--- config.mk ---
export PLATFORM = sky130hd
export DESIGN_NAME = dual_irq_ctrl
export DESIGN_NICKNAME = d
export VERILOG_FILES = /design/src/rtl/sic_pkg.sv /design/src/rtl/sic_bank.sv /design/src/rtl/sic_prio_level.sv /design/src/rtl/sic_host_line.sv /design/src/rtl/dual_irq_ctrl.sv
export SDC_FILE = /design/constraint.sdc
export NUM_CORES = 1
export LEC_CHECK = 0
export BUFFER_PORTS_ARGS = -buffer_cell sky130_fd_sc_hd__buf_2
export CAP_MARGIN = 20
export CORE_MARGIN = 4
export CORE_UTILIZATION = 48
export DETAILED_ROUTE_END_ITERATION = 8
export PLACE_DENSITY = 0.8
export SYNTH_ARGS = -nofsm -noshare
export SYNTH_HDL_FRONTEND = slang
export SYNTH_HIERARCHICAL = 1
export SYNTH_SLANG_ARGS = --single-unit
--- constraint.sdc ---
create_clock -name clk -period 2.2 [get_ports clk]
set_input_delay 0.22 -clock clk [delete_from_list [all_inputs] [get_ports clk]]
set_output_delay 0.22 -clock clk [all_outputs]
set_load 0.005 [all_outputs]
--- src/rtl/sic_pkg.sv ---
package sic_pkg;
    localparam int NSRC_DEF  = 11;
    localparam int SW_BIT    = 5;
    localparam int TICK_BIT  = 10;
    localparam int LVL_W_DEF = 8;
    localparam int LVL_CODE  = 3;

    typedef enum logic {
        LINE_IDLE = 1'b0,
        LINE_HIGH = 1'b1
    } line_st_e;
endpackage

--- src/rtl/sic_bank.sv ---
module sic_bank #(
    parameter int NSRC = 11,
    parameter int SWB  = 5
) (
    input  logic            clk,
    input  logic            rst,
    input  logic [NSRC-1:0] set_hw,
    input  logic            en_we,
    input  logic            pd_we,
    input  logic            clr_we,
    input  logic [NSRC-1:0] wdata,
    output logic [NSRC-1:0] en_q,
    output logic [NSRC-1:0] pd_q,
    output logic [NSRC-1:0] act
);
    localparam logic [NSRC-1:0] SW_MASK = {{(NSRC-1){1'b0}}, 1'b1} << SWB;

    logic [NSRC-1:0] sw_set, set_all, clr_mask, pd_d;
    logic            past_ok;

    always_comb begin
        sw_set   = (pd_we && wdata[SWB]) ? SW_MASK : '0;
        set_all  = set_hw | sw_set;
        clr_mask = clr_we ? wdata : '0;
        pd_d     = (pd_q & ~clr_mask) | set_all;
        act      = pd_q & en_q;
    end

    always_ff @(posedge clk) begin
        if (rst) begin
            en_q    <= '0;
            pd_q    <= '0;
            past_ok <= 1'b0;
        end else begin
            if (en_we) en_q <= wdata;
            pd_q    <= pd_d;
            past_ok <= 1'b1;
        end
    end

    assert_set_wins_R10: assert property (@(posedge clk) disable iff (rst)
        past_ok |-> ((pd_q & $past(set_hw)) == $past(set_hw)));

    assert_clear_applies_R7: assert property (@(posedge clk) disable iff (rst)
        (past_ok && $past(clr_we)) |->
            ((pd_q & $past(wdata) & ~$past(set_hw)) == '0));

    assert_pend_ro_R6: assert property (@(posedge clk) disable iff (rst)
        (past_ok && $past(pd_we) && $past(set_hw) == '0) |->
            ((pd_q & ~SW_MASK) == ($past(pd_q) & ~SW_MASK)));
endmodule

--- src/rtl/sic_prio_level.sv ---
module sic_prio_level #(
    parameter int NSRC  = 11,
    parameter int LVL_W = 8
) (
    input  logic [NSRC-1:0]  act,
    input  logic [LVL_W-1:0] lv0,
    input  logic [LVL_W-1:0] lv1,
    input  logic [LVL_W-1:0] lv2,
    output logic             any,
    output logic [2:0]       lvl
);
    logic [2:0] src_lvl [NSRC];

    for (genvar g = 0; g < NSRC; g++) begin : g_src
        localparam int P = (g > LVL_W - 1) ? LVL_W - 1 : g;
        assign src_lvl[g] = {lv2[P], lv1[P], lv0[P]};
    end

    always_comb begin
        any = |act;
        lvl = 3'd0;
        for (int i = NSRC - 1; i >= 0; i--) begin
            if (act[i]) lvl = src_lvl[i];
        end
    end
endmodule

--- src/rtl/sic_host_line.sv ---
module sic_host_line
    import sic_pkg::*;
(
    input  logic clk,
    input  logic rst,
    input  logic any,
    output logic line
);
    line_st_e st, st_n;

    always_ff @(posedge clk) begin
        if (rst) st <= LINE_IDLE;
        else     st <= st_n;
    end

    always_comb begin
        st_n = st;
        unique case (st)
            LINE_IDLE: if (any)  st_n = LINE_HIGH;
            LINE_HIGH: if (!any) st_n = LINE_IDLE;
        endcase
    end

    always_comb line = (st == LINE_HIGH);

    assert_raise_R9: assert property (@(posedge clk) disable iff (rst)
        any |=> line);
    assert_drop_R9: assert property (@(posedge clk) disable iff (rst)
        !any |=> !line);
endmodule

--- src/rtl/dual_irq_ctrl.sv ---
module dual_irq_ctrl
    import sic_pkg::*;
#(
    parameter int                NSRC     = NSRC_DEF,
    parameter int                LVL_W    = LVL_W_DEF,
    parameter int                ADDR_W   = 16,
    parameter logic [ADDR_W-1:0] S_BASE   = 'h289C,
    parameter logic [ADDR_W-1:0] M_BASE   = 'h28B4,
    parameter logic [ADDR_W-1:0] LVL_BASE = 'h28A8
) (
    input  logic              clk,
    input  logic              rst,
    input  logic [ADDR_W-1:0] bus_addr,
    input  logic              bus_we,
    input  logic [31:0]       bus_wdata,
    output logic [31:0]       bus_rdata,
    input  logic [NSRC-1:0]   hw_src,
    input  logic              sample_tick,
    output logic              slv_irq,
    output logic [2:0]        slv_lvl,
    output logic              host_irq
);
    localparam logic [ADDR_W-1:0] S_EN  = S_BASE;
    localparam logic [ADDR_W-1:0] S_PD  = S_BASE + ADDR_W'(4);
    localparam logic [ADDR_W-1:0] S_CLR = S_BASE + ADDR_W'(8);
    localparam logic [ADDR_W-1:0] M_EN  = M_BASE;
    localparam logic [ADDR_W-1:0] M_PD  = M_BASE + ADDR_W'(4);
    localparam logic [ADDR_W-1:0] M_CLR = M_BASE + ADDR_W'(8);
    localparam logic [ADDR_W-1:0] L0_A  = LVL_BASE;
    localparam logic [ADDR_W-1:0] L1_A  = LVL_BASE + ADDR_W'(4);
    localparam logic [ADDR_W-1:0] L2_A  = LVL_BASE + ADDR_W'(8);
    localparam logic [NSRC-1:0]   TICK_MASK = {{(NSRC-1){1'b0}}, 1'b1} << TICK_BIT;

    logic [NSRC-1:0]  s_en, s_pd, s_act, m_en, m_pd, m_act, s_set;
    logic [LVL_W-1:0] lvl_q [3];
    logic             s_any, m_any, past_ok;
    logic [2:0]       s_lvl_c;
    logic             unused_wdata;

    assign unused_wdata = ^bus_wdata[31:NSRC];
    assign s_set = hw_src | (sample_tick ? TICK_MASK : '0);

    sic_bank #(.NSRC(NSRC), .SWB(SW_BIT)) u_slave_bank (
        .clk(clk), .rst(rst), .set_hw(s_set),
        .en_we(bus_we && bus_addr == S_EN),
        .pd_we(bus_we && bus_addr == S_PD),
        .clr_we(bus_we && bus_addr == S_CLR),
        .wdata(bus_wdata[NSRC-1:0]),
        .en_q(s_en), .pd_q(s_pd), .act(s_act)
    );

    sic_bank #(.NSRC(NSRC), .SWB(SW_BIT)) u_main_bank (
        .clk(clk), .rst(rst), .set_hw(hw_src),
        .en_we(bus_we && bus_addr == M_EN),
        .pd_we(bus_we && bus_addr == M_PD),
        .clr_we(bus_we && bus_addr == M_CLR),
        .wdata(bus_wdata[NSRC-1:0]),
        .en_q(m_en), .pd_q(m_pd), .act(m_act)
    );

    sic_prio_level #(.NSRC(NSRC), .LVL_W(LVL_W)) u_pick (
        .act(s_act), .lv0(lvl_q[0]), .lv1(lvl_q[1]), .lv2(lvl_q[2]),
        .any(s_any), .lvl(s_lvl_c)
    );

    assign m_any = |m_act;

    sic_host_line u_host_line (
        .clk(clk), .rst(rst), .any(m_any), .line(host_irq)
    );

    always_ff @(posedge clk) begin
        if (rst) begin
            for (int k = 0; k < 3; k++) lvl_q[k] <= '0;
            slv_irq <= 1'b0;
            slv_lvl <= 3'd0;
            past_ok <= 1'b0;
        end else begin
            if (bus_we && bus_addr == L0_A) lvl_q[0] <= bus_wdata[LVL_W-1:0];
            if (bus_we && bus_addr == L1_A) lvl_q[1] <= bus_wdata[LVL_W-1:0];
            if (bus_we && bus_addr == L2_A) lvl_q[2] <= bus_wdata[LVL_W-1:0];
            slv_irq <= s_any;
            slv_lvl <= s_lvl_c;
            past_ok <= 1'b1;
        end
    end

    always_comb begin
        case (bus_addr)
            S_EN:    bus_rdata = 32'(s_en);
            S_PD:    bus_rdata = 32'(s_pd);
            M_EN:    bus_rdata = 32'(m_en);
            M_PD:    bus_rdata = 32'(m_pd);
            L0_A:    bus_rdata = 32'(lvl_q[0]);
            L1_A:    bus_rdata = 32'(lvl_q[1]);
            L2_A:    bus_rdata = 32'(lvl_q[2]);
            default: bus_rdata = 32'd0;
        endcase
    end

    assert_lvl_zero_R11: assert property (@(posedge clk) disable iff (rst)
        !slv_irq |-> (slv_lvl == 3'd0));
    assert_out_reg_R12: assert property (@(posedge clk) disable iff (rst)
        past_ok |-> (slv_irq == $past(|(s_pd & s_en))));
    assert_tick_sets_R8: assert property (@(posedge clk) disable iff (rst)
        (past_ok && $past(sample_tick)) |-> s_pd[TICK_BIT]);
endmodule

* Yosys cells after proc, flatten, opt, wreduce, memory -nomap -nowiden
Memory sizes are Yosys's and may differ from the RTL's. Index checks and enable logic that the tools add are counted.
Word-level totals: output and inout bits 37, input bits 63, memories 1, RAM bits 24, register bits 49
Memory list:
- lvl_q | depth 3, width 8, read ports 3, clocked after memory_dff 0, wr ports 3, RTL line dual_irq_ctrl.sv:35 | logic [LVL_W-1:0] lvl_q [3];
Operators by class: eq/ne operators 9, multiplexer cells 32, bitwise logic cells 14, reductions and logical operators 13
Operator list (count):
- $eq 16x14->1 const B | 9
- $pmux 11 s7 | 1
- $or 11x11->11 | 5
- $and 11x11->11 | 4
- $mux 11 | 3
- $mux 3 | 11
- $mux 8 | 3
- $not 11->11 | 2
- $reduce_or 11->1 | 2
- $mux 1 | 12
- $mux 6 | 2
- $logic_and 1x1->1 | 11
- $or 1x1->1 | 3

* Depth between registers and ports, before layout
depth in word-level cells 12, mapped depth 8, mapped depth without buffers 6

* Modules after synthesis
Netlist, hierarchy kept.
By module, submodules not included:
- sic_bank | area each 879.6 µm², seq. area each 440.4 µm², cells each 82, instances 2
- dual_irq_ctrl | area each 1676.6 µm², seq. area each 800.8 µm², cells each 148, instances 1
- sic_prio_level | area each 265.3 µm², seq. area each 0.0 µm², cells each 47, instances 1
- sic_host_line | area each 33.8 µm², seq. area each 20.0 µm², cells each 2, instances 1

* Worst setup path after synthesis
Ideal clock, no wire load.
kind input port to flip-flop, start input port bus_addr[12], end register u_main_bank.en_q[0], slack -105 ps, data arrival time 2177 ps, stages 8, path buffers 2, library setup time 128 ps, path through or4b_1 -> buf_6 -> or2_2 -> or3_1 -> nor2_1 -> buf_6 -> mux2i_1 -> nor2_1
On the way: longest elaborated chain between the ends 2
Ends and longest elaborated chain:
- start: declaration | RTL line dual_irq_ctrl.sv:13 | input logic [ADDR_W-1:0] bus_addr,
- $eq 16x14->1 | RTL line dual_irq_ctrl.sv:54 | .en_we(bus_we && bus_addr == M_EN),
- $logic_and 1x1->1 | RTL line dual_irq_ctrl.sv:54
- end signal: assignment | RTL line sic_bank.sv:35 | if (en_we) en_q <= wdata;
- end: declaration | RTL line sic_bank.sv:12 | output logic [NSRC-1:0] en_q,
No other way between the ends. A chain may end at the register's enable or synchronous reset.

* Worst setup path after layout
start input port bus_addr[3], end output port bus_rdata[4]
On the way: longest elaborated chain between the ends 2, elaborated cells between the ends (all ways) 8
Ends and longest elaborated chain:
- $eq 16x14->1 | RTL line dual_irq_ctrl.sv:89 | case (bus_addr)
- $pmux 11 s7 (*) | RTL line dual_irq_ctrl.sv:89
- end: declaration | RTL line dual_irq_ctrl.sv:16 | output logic [31:0] bus_rdata,
Every way passes the cells marked *; elsewhere a longest branch is shown, timed or not.

==> flow_metrics.py <==
metrics = {
    "drt": {
        "dr.first_iter.drc_count": 406,
        "drc_errors": 0,
        "wl_um": 10050,
        "via_count": 3191,
        "final_antenna_net_count": 0,
        "drtPass1Iterations": 6,
        "wire_per_inst_um": 18.48,
        "vias_per_cell": 5.866,
    },
    "power": {
        "p_int_uw": 1931,
        "share_seq_of_total_power_pct": 58.6,
        "power_uw": 2523,
        "power.density_mw_per_mm2": 560.5,
        "power_frac_comb_pct": 7.1,
        "power.switching_uw": 592.0,
        "clkPwrFrac_pct": 34.3,
        "p_leak_uw": 0.001831,
        "switching_share_pct": 23.47,
        "max-vdd-ir-drop_uv": 431.1,
    },
    "grt": {
        "grt_pass1_vias": 2957,
        "top_usage_layer": "met2",
        "grt_pass1_wl_um": 14650,
        "grtUsageMet3_pct": 5.238,
        "grt_usage_pct": 21.31,
        "met1_usage_pct": 26.36,
        "grt_max_degree": 34,
        "gr-usage-met2_pct": 34.50,
        "antenna_found_initial": 0,
        "overflow": 0,
    },
    "worst_hold_path": {
        "hold_start": "hw_src[2]",
        "hold_path.class": "in2reg",
        "holdPathEnd": "u_slave_bank/pd_q[2]",
        "worstHoldPathCells": 2,
    },
    "setup_path": {
        "crit_family": "simple AND/OR/NAND/NOR gates",
        "path_class": "in2out",
        "critical_path.cell_chain": "buf_2 -> or4_1 -> nor4_4 -> buf_6 -> a22oi_1 -> nand3_1 -> buf_2",
        "crit_cells": 7,
        "crit_path_end_kind": "output pin",
        "cp-start-kind": "input port",
        "cp_data_required_time_ns": 1.98,
        "critPathMaxFanout": 6,
        "critPathSlowestCell": "or4_1",
        "r2r_slack_ns": 0.45,
        "critPathMaxStageDelay_ns": 0.66,
        "ff2ff_path_depth": 6,
        "crit_path_frequent_cell": "buf_2",
        "reg2reg_to": "slv_lvl[1]",
        "cp_data_arrival_time_ns": 1.93,
        "worstReg2RegStart": "u_slave_bank/pd_q[10]",
        "crit_buf_inv": 3,
    },
    "yosys": {
        "async_flop_share_pct": 0,
        "synth_area_leaders": "dfxtp_1 26%, edfxtp_1 19%, mux2i_1 5.9%",
        "synth-seq-area-share_pct": 45.56,
        "synth_flop_cell": "dfxtp_1",
        "synth_top_area_cell": "dfxtp_1",
        "syn_area_sq_mm": 0.003735,
        "synth_cell_types": 39,
        "ys_ff_latch": 73,
        "synth_top_cell_area_share_pct": 26.26,
        "yosysWarnings": 6,
        "synthCells": 361,
        "syn_avg_cell_area_sq_um": 10.35,
        "synth_edf_count": 24,
    },
    "cts": {
        "cts_tree": "built",
        "cts_resized": 0,
        "cts_sinks": 73,
        "clk_pin_slew_worst_paths_ns": 0.07,
        "worstSkewPairLatency_ns": 0.34,
        "clock_path_buffers": 2,
        "ctsHoldBuffers": 0,
        "cts-htree-levels": 3,
        "clock-root-buffer": "clkbuf_8",
        "postCtsSetupBuffers": 0,
        "cts_buffers": 9,
    },
    "floorplan": {
        "die_area_sq_mm": 0.009256,
        "start_util_pct": 50.41,
        "core_sq_mm": 0.007408,
        "die_x_um": 96.21,
        "pin_count": 100,
        "rows": 31,
        "fp.dieH_um": 96.21,
    },
    "timing": {
        "finalSetupViolations": 0,
        "period_share_pct": 97.64,
        "finalHoldViolations": 0,
        "setup_slack_ns": 0.05201,
        "max_freq_mhz": 465.6,
        "hold_ws_ns": 0.1096,
        "slew_violations": 0,
        "min_period_ns": 2.148,
        "fin_worst_skew_ns": 0.007198,
    },
    "placement": {
        "post-place-ws_ns": -0.03042,
        "hpwl_um": 6886,
        "placed_cells": 525,
        "dpl_cell_area_sq_mm": 0.004262,
        "gp_congestion": 0.9687,
        "numPortBuffers": 57,
    },
    "finish": {
        "antenna-diode-count": 0,
        "drive_above_1_share_pct": 30.56,
        "final_cell_area_sq_mm": 0.004501,
        "final_nets": 503,
        "layoutNonFillerInstCount": 544,
        "syn2layout_area_growth_pct": 20.50,
        "fillers": 620,
    },
    "status": {
        "outcome": "complete, no violations",
    },
    "flow_run": {
        "maxCapViolations": 0,
    },
}
[kinds of logic (layout without fill, tap and decap cells)]
logic type | Yosys count | in the layout | synth area share [%]
simple gates | 119 | 119 | 19.23
buf+inv | 42 | 106 | 7.169
mux | 22 | 22 | 5.896
other cells | 1 | 21 | 0.1004
flops | 73 | 73 | 45.56
compound gates | 104 | 104 | 22.04
[per-stage QoR]
stage	utilization, %	TNS [ns]
floorplan	-	0
global placement	57.52	-0.06975
detailed placement	57.52	-0.3379
CTS	59.62	0
global route	60.75	-0.03064
finish	60.75	0
[worst register-to-register path, cell delays in order, from the launching register on]
cell	delay, ns
dfxtp_1	0.32
and2_1	0.17
or4_4	0.57
o2111ai_1	0.14
a21o_1	0.16
o2111ai_1	0.12
nor2b_1	0.16
[cells in the final DEF, fill, tap and decap left out, drive strengths merged]
cell	count
or2	3
inv	7
clkinv	4
a21oi	13
conb	21
dfxtp	49
a21boi	20
a21o	3
mux2i	22
o2111ai	9
o21ba	20
a222oi	8
nor4	12
buf	83
a21bo	2
o21ai	6
or4b	4
and2	31
or4bb	3
or4	2
nand3	9
nand2	19
nor2b	5
edfxtp	24
a22oi	22
o311a	1
nor2	26
nor3	2
nand4b	2
clkbuf	12
or3	1
[cell usage after synthesis, types with 4 or more instances]
cell type	n
buf_4	21
mux2i_1	22
nor2b_1	4
dfxtp_1	49
and2_1	31
a22oi_1	22
o21ba_2	18
o21ai_0	6
a21oi_1	13
edfxtp_1	24
buf_2	5
nor2_1	26
nor4_1	8
nand2_1	19
a222oi_1	8
clkbuf_1	4
a21boi_0	20
nand3_1	9
o2111ai_1	9
inv_1	7
[flip-flops by register name, summed over array words and instances (netlist names)]
name,flops
lvl_q,24
u_main_bank/pd_q,11
u_slave_bank/pd_q,11
u_main_bank/en_q,11
slv_lvl,3
u_slave_bank/en_q,11
slv_irq,1
u_host_line/line,1
[worst max-delay path by stage]
| stage | from | endpoint | slack (ns) |
|---|---|---|---|
| after global routing | bus_addr[9] | bus_rdata[1] | -0.02 |
| after CTS | bus_addr[12] | bus_rdata[1] | 0.004 |
| after floorplan | bus_addr[9] | u_main_bank/pd_q[1] | 0.001 |
| final | bus_addr[3] | bus_rdata[4] | 0.05 |
| after detailed placement | bus_addr[9] | u_main_bank/pd_q[9] | -0.03 |
| after global placement | bus_addr[9] | u_main_bank/pd_q[6] | -0.01 |
[routing by layer]
layer / routed length, um / vias up / part of all wire (%)
li1: - / 1472 / -
met1: 3937 / 1480 / 39
met2: 4684 / 206 / 47
met3: 1084 / 33 / 11
met4: 345 / 0 / 3.4
met5: 0 / - / 0
[layout make-up]
type	count	area, sq um	area share [%]
Clock buffer	12	135.1	3.003
Clock inverter	4	20.02	0.4448
Inverter	7	26.28	0.5838
Multi-Input combinational cell	266	1932	42.92
Sequential cell	73	1702	37.81
Tap cell	99	123.9	2.752
Timing Repair Buffer	83	561.8	12.48
[power groups by stage]
stage	registers [uW]	clock network [uW]	logic, uW
2_1_floorplan	1490	0	120
4_1_cts	1480	875	176
3_5_place_dp	1510	0	175
3_3_place_gp	1500	0	169
6_report	1480	865	180
5_1_grt	1480	938	200
Note: power is estimated with default switching activity, not from simulation.
